`src/rtl/reconfig_ctrl.sv`:
```
module reconfig_ctrl #(
  parameter int OCC_W    = 24,
  parameter int PW_W     = 16,
  parameter int ACC_W    = 24,
  parameter int THR0     = 50000,
  parameter int THR1     = 200000,
  parameter int THR2     = 500000,
  parameter int COST     = 2000,
  parameter int CLK_NS   = 8,
  parameter int RCFG_NS0 = 100,
  parameter int RCFG_NS1 = 3200,
  parameter int RCFG_NS2 = 100
) (
  input  logic                     clk,
  input  logic                     rst_n,
  input  logic [OCC_W-1:0]         occ_i,
  input  logic [2:0][PW_W-1:0]     pw_i,
  input  logic [2:0][OCC_W-1:0]    jit_lim_i,
  output logic                     req_o,
  output logic [1:0]               tgt_o,
  output logic                     busy_o,
  output logic [1:0]               active_o
);

  localparam int CYC0    = (RCFG_NS0 + CLK_NS - 1) / CLK_NS;
  localparam int CYC1    = (RCFG_NS1 + CLK_NS - 1) / CLK_NS;
  localparam int CYC2    = (RCFG_NS2 + CLK_NS - 1) / CLK_NS;
  localparam int CYC_A   = (CYC0 > CYC1) ? CYC0 : CYC1;
  localparam int CYC_MAX = (CYC_A > CYC2) ? CYC_A : CYC2;
  localparam int CNT_W   = $clog2(CYC_MAX + 1);

  localparam logic [OCC_W-1:0] T0      = OCC_W'(THR0);
  localparam logic [OCC_W-1:0] T1      = OCC_W'(THR1);
  localparam logic [OCC_W-1:0] T2      = OCC_W'(THR2);
  localparam logic [ACC_W-1:0] COST_V  = ACC_W'(COST);
  localparam logic [ACC_W-1:0] ACC_MAX = {ACC_W{1'b1}};
  localparam logic [1:0]       TOP     = 2'd2;

  logic [2:0]       above, above_q, rise;
  logic [2:0]       pend_q, want, pend_nxt;
  logic             busy_q, req_q;
  logic [1:0]       act_q, tgt_q, nxt_tgt;
  logic [CNT_W-1:0] cnt_q, nxt_cyc;
  logic [ACC_W-1:0] acc_q;
  logic [ACC_W:0]   sum;
  logic [PW_W-1:0]  pw_hi, pw_lo, delta;
  logic [OCC_W-1:0] jit_dn;
  logic             low, can_up, can_dn, issue;

  assign above = {occ_i >= T2, occ_i >= T1, occ_i >= T0};
  assign rise  = above & ~above_q;
  assign want  = pend_q + {2'b0, rise[0]} + {2'b0, rise[1]} + {2'b0, rise[2]};
  assign low   = occ_i < T0;

  always_comb begin
    pw_hi  = '0;
    pw_lo  = '0;
    jit_dn = '0;
    case (act_q)
      2'd1: begin pw_hi = pw_i[1]; pw_lo = pw_i[0]; jit_dn = jit_lim_i[0]; end
      2'd2: begin pw_hi = pw_i[2]; pw_lo = pw_i[1]; jit_dn = jit_lim_i[1]; end
      default: ;
    endcase
  end

  assign delta = (pw_hi > pw_lo) ? (pw_hi - pw_lo) : '0;
  assign sum   = {1'b0, acc_q} + {1'b0, ACC_W'(delta)};

  assign can_up  = !busy_q && (want != 3'd0) && (act_q != TOP);
  assign can_dn  = !busy_q && (want == 3'd0) && (act_q != 2'd0) && low &&
                   (occ_i <= jit_dn) && (acc_q > COST_V);
  assign issue   = can_up || can_dn;
  assign nxt_tgt = can_up ? act_q + 2'd1 : act_q - 2'd1;

  always_comb begin
    case (nxt_tgt)
      2'd0:    nxt_cyc = CNT_W'(CYC0 - 1);
      2'd1:    nxt_cyc = CNT_W'(CYC1 - 1);
      default: nxt_cyc = CNT_W'(CYC2 - 1);
    endcase
  end

  always_comb begin
    if (busy_q)      pend_nxt = want;
    else if (can_up) pend_nxt = want - 3'd1;
    else             pend_nxt = '0;
    if (pend_nxt > 3'd3) pend_nxt = 3'd3;
  end

  always_ff @(posedge clk or negedge rst_n) begin
    if (!rst_n) begin
      above_q <= '0;
      pend_q  <= '0;
      busy_q  <= 1'b0;
      req_q   <= 1'b0;
      act_q   <= '0;
      tgt_q   <= '0;
      cnt_q   <= '0;
      acc_q   <= '0;
    end else begin
      above_q <= above;
      pend_q  <= pend_nxt;
      req_q   <= issue;
      if (issue) begin
        busy_q <= 1'b1;
        tgt_q  <= nxt_tgt;
        cnt_q  <= nxt_cyc;
      end else if (busy_q) begin
        if (cnt_q == '0) begin
          busy_q <= 1'b0;
          act_q  <= tgt_q;
        end else begin
          cnt_q <= cnt_q - 1'b1;
        end
      end
      if (issue || busy_q)
        acc_q <= '0;
      else if (act_q != 2'd0 && low)
        acc_q <= sum[ACC_W] ? ACC_MAX : sum[ACC_W-1:0];
    end
  end

  assign req_o    = req_q;
  assign tgt_o    = tgt_q;
  assign busy_o   = busy_q;
  assign active_o = act_q;

  a_r8_no_req_while_busy: assert property (@(posedge clk) disable iff (!rst_n)
    busy_o && $past(busy_o) |-> !req_o);
  a_r8_busy_with_req: assert property (@(posedge clk) disable iff (!rst_n)
    req_o |-> busy_o);
  a_r9_active_moves_at_done: assert property (@(posedge clk) disable iff (!rst_n)
    !$stable(active_o) |-> $fell(busy_o));
  a_r1_single_step: assert property (@(posedge clk) disable iff (!rst_n)
    req_o |-> (tgt_o == active_o + 2'd1) || (tgt_o + 2'd1 == active_o));
  a_r5_gain_before_down: assert property (@(posedge clk) disable iff (!rst_n)
    req_o && (tgt_o < active_o) |-> $past(acc_q) > COST_V);
  a_r4_down_only_when_low: assert property (@(posedge clk) disable iff (!rst_n)
    req_o && (tgt_o < active_o) |-> $past(occ_i) < T0);
  a_r6_acc_holds_at_max: assert property (@(posedge clk) disable iff (!rst_n)
    ($past(acc_q) == ACC_MAX) && !$past(busy_q) && !$past(issue) |-> acc_q == ACC_MAX);

endmodule

```
`config.mk`:
```
export PLATFORM = sky130hd
export DESIGN_NAME = reconfig_ctrl
export DESIGN_NICKNAME = d
export VERILOG_FILES = /design/src/rtl/reconfig_ctrl.sv
export SDC_FILE = /design/constraint.sdc
export NUM_CORES = 1
export LEC_CHECK = 0
export ABC_AREA = 1
export CORE_MARGIN = 2
export CORE_UTILIZATION = 44
export CTS_CLUSTER_SIZE = 8
export DETAILED_ROUTE_END_ITERATION = 8
export GPL_TIMING_DRIVEN = 0
export PLACE_DENSITY = 0.83
export SLEW_MARGIN = 10
export SYNTH_ARGS = -nofsm -noshare
export SYNTH_HDL_FRONTEND = slang
export SYNTH_SLANG_ARGS = --single-unit
```
`constraint.sdc`:
```
create_clock -name clk -period 6.19 [get_ports clk]
set_input_delay 1.238 -clock clk [delete_from_list [all_inputs] [get_ports clk]]
set_output_delay 1.238 -clock clk [all_outputs]
set_load 0.005 [all_outputs]
```
==> results by group, run 1 <==
Run status
  – Outcome: finished clean

Clock network
  – Max H-tree Level: 2
  – Clock transition at path regs: 0.07 ns
  – Post-cts resize count: 0
  – Setup bufs post-CTS: 0
  – Max Root-Sink Buffers: 2
  – Skew-Pair Late Insertion Delay: 0.29 ns
  – Cts bufs inserted: 5
  – CTS Root Cell: clkbuf_16
  – Clock Sinks: 45
  – Hold_buf cts: 0
  – CTS tree: built

Hold path
  – HP Class: reg -> reg
  – Hold path start: cnt_q[0]

Setup path
  – CP Data Required Time: 6.37 ns
  – Buf/Inv on CP: 4
  – CP Capture Type: flop
  – FF-to-FF setup slack: 0.68 ns
  – CP startpoint: pw_i[16]
  – Slowest cell delay on critical path: between 0.4 and 0.5 ns
  – Startpoint types: input pin
  – Slowest CP cell: clkdlybuf4s50_1
  – Crit Path Max Fanout: 10
  – Worst path most repeated cell: nand2_1
  – WS Path Type: in -> reg
  – RR Startpoint: active_o[0]
  – CP top delay family: simple AND/OR/NAND/NOR gates
  – Critical path data arrival time: 5.86 ns

Global route
  – GRT overflow: 0
  – First-pass GRT wire length: roughly 28000 um
  – Largest net degree at the start of global routing: 33
  – Tot GR Track Use: between 20% and 30%
  – Vias in the first global route: 6113
  – Initial antenna violation count: 0

Synthesis
  – Post-synthesis net count: 1155
  – Largest family of logic cells by synthesized area: simple AND/OR/NAND/NOR gates
  – Synthesized cell area: ~6000 sq um
  – Post-synth EDFFs: 0
  – Leading area contributor after synthesis: nand2_1
  – Synth top cells by count: nand2_1 (348), inv_1 (100), nor2_1 (75)
  – Yosys reg bits: 45
  – Synth area leaders: nand2_1 (22%), dfrtp_1 (19%), ha_1 (13%)
  – Synthesized-area fraction occupied by and/or/nand/nor cells: 36.4%
  – Async set or reset register ratio after synthesis: 100%
  – Post-synthesis mux area share: 0%
  – Avg Synthesized Cell Area: 6.27 sq um
  – Post-Synth XOR/XNOR Area: ~4.3%
  – Synth Area in Compound Gates: 16.8%
  – Synth Flop Type: dfrtp_1
  – Synth Instances: around 940
  – Most common cell in the netlist: nand2_1
  – Ys Warns: 0
  – Post-synth top area share: 22.1%
  – Distinct cells, synth: 46
  – Area share of fa/ha/maj cells after synthesis: between 10% and 20%
  – Seq/Total Area, Yosys: 19.1%

Layout
  – Layout cells sized above 1: 5.02%
  – Area Overhead vs Synth: 28.1%
  – Final net count: 1287
  – Ant. Diodes: 0
  – Fin cells: roughly 1.3k
  – Fin area: 7560 sq um

Place
  – Area after DPL: 7410 sq um
  – Cells after DPL: 1246
  – Post-DP HPWL: roughly 14000 um
  – DP Worst Slack: 0.158 ns
  – I/O Buffers: approximately 130
  – Routability cong.: between 0.9 and 1

Flow run
  – Max Cap Viol: 0

Power
  – Power share of the clock group: 7.4%
  – P_int: 1.70 mW
  – Comb power frac: about 83%
  – Sw Ratio: 56.3%
  – Leakage: 3.87 nW
  – Peak VDD IR: 0.249 mV
  – PwrDens: 513 nW/um^2
  – Register share of total power: 9.6%
  – Psw: about 2.2 mW

Timing
  – Slew Limit Fails: 0
  – Crit share post-route: roughly nine tenths
  – Final critical-path setup slack: 0.519 ns
  – Final hold vios: 0
  – Max-slew headroom: 61.1%
  – Worst slew pin tran: 0.583 ns
  – RSZ-0062 raised after global routing: false
  – Min Clock Period, post-route: 5.67 ns
  – Final setup viols: 0
  – TNS Setup: 0 ns
  – Min Hold Slack: 0.513 ns
  – Max Clock Freq: 176 MHz
  – Layout Skew: 0.00403 ns

Detailed routing
  – Vias per inst: just over 5
  – DRT antenna net count: 0
  – Drt initial violations: 442
  – Drt first pass iters: 5
  – DRC errors left: 0
  – DR WL/cell: ~13 um
  – Wirelength, routed: 16700 um
  – Via count: 6499

Die
  – FP Rows: 42
  – Die W: 120 um
  – Num ports: ~150
  – Starting density of the core: between 40% and 50%
  – Die area: between 10000 and 15000 sq um
  – Overall die height: 120 um
  – Core area: 13200 sq um
final timing paths:
check / endpoint / cells after the start
worst max-delay path: acc_q[19] / 28
worst min-delay path: cnt_q[0] / 2
worst max register to register: acc_q[19] / 30
worst min register to register: cnt_q[0] / 2
max in group asynchronous: active_o[0] / 2
min in group asynchronous: acc_q[14] / 1
flip-flops by register name, summed over array words and instances (netlist names):
name,cells
busy_o,1
acc_q,24
req_o,1
above_q,3
active_o,2
tgt_o,2
cnt_q,9
pend_q,3
cell type report:
type	count	area (sq um)
Clock inverter	2	17.5
Multi-Input combinational cell	770	4270
Sequential cell	45	1130
Inverter	102	383
Tap cell	176	220
Fill cell	1247	5630
Timing Repair Buffer	128	1290
Clock buffer	6	139
Buffer	22	121
through the flow:
stage | power, mW | util (%)
6_report | 3.88 | 57.4
5_1_grt | 4.30 | 57.4
4_1_cts | 3.85 | 57.4
3_5_place_dp | 3.54 | 56.2
3_3_place_gp | 3.48 | 56.1
2_1_floorplan | 2.80 | -
power by group through the flow:
| stage | sequential [mW] | clock (mW) | combinational, mW |
|---|---|---|---|
| 2_1_floorplan | 0.376 | 0 | 2.42 |
| 3_3_place_gp | 0.378 | 0 | 3.11 |
| 3_5_place_dp | 0.380 | 0 | 3.16 |
| 4_1_cts | 0.374 | 0.289 | 3.19 |
| 5_1_grt | 0.378 | 0.302 | 3.62 |
| 6_report | 0.374 | 0.288 | 3.22 |
logic make-up after synthesis:
group | count (synthesis)
other cells | 1
xor+xnor | 29
buf+inv | 127
compound gates | 156
simple gates | 517
flops | 45
fa+ha+maj | 67
worst reg2reg max path, delay by kind of cell (launching register included):
family | cells | cell delay [ns]
DFF | 1 | 0.42
buffers and inverters | 6 | 1.06
and+or+nand+nor | 13 | 1.32
adders and majority gates | 5 | 1.67
AOI/OAI and AO/OA | 6 | 0.94
cell usage in the layout, fill, tap and decap left out, types with 2 or more instances in the layout:
cell type          n
nand2_1          348
clkdlybuf4s50_1  126
inv_1            100
nor2_1            75
ha_1              63
a21oi_1           60
nand3_1           45
dfrtp_1           45
a22o_1            24
o21ai_0           23
xor2_1            20
o21ai_2           16
nand4_1           15
nor3_1            12
xnor2_1            9
clkbuf_1           8
o21ai_1            7
a21o_1             6
clkbuf_16          5
clkbuf_2           4
a31oi_1            4
buf_2              4
buf_6              4
fa_1               4
buf_1              3
nor2_4             3
o211ai_1           3
or2_2              3
nand2_2            3
o21bai_1           3
or2_1              2
inv_2              2
nand3b_1           2
nand2_4            2
a211oi_1           2
nor4_1             2
o21a_1             2
layer usage:
| layer | vias up | track usage [%] | share of wire, % | routed length (um) |
|---|---|---|---|---|
| li1 | 3336 | - | - | - |
| met1 | 2960 | 30.0 | 46 | 7690 |
| met2 | 181 | 40.9 | 47 | 7830 |
| met3 | 22 | 2.95 | 5.3 | 879 |
| met4 | 0 | 5.51 | 1.7 | 281 |
| met5 | - | 0 | 0 | 0 |
(Power assumes the default switching activity.)
==> run 2: changes to the inputs <==
Settings changed: CTS_CLUSTER_DIAMETER set to 60.
==> results of run 2 <==
The final DEF is identical to that of run 1; final timing and power are the same.
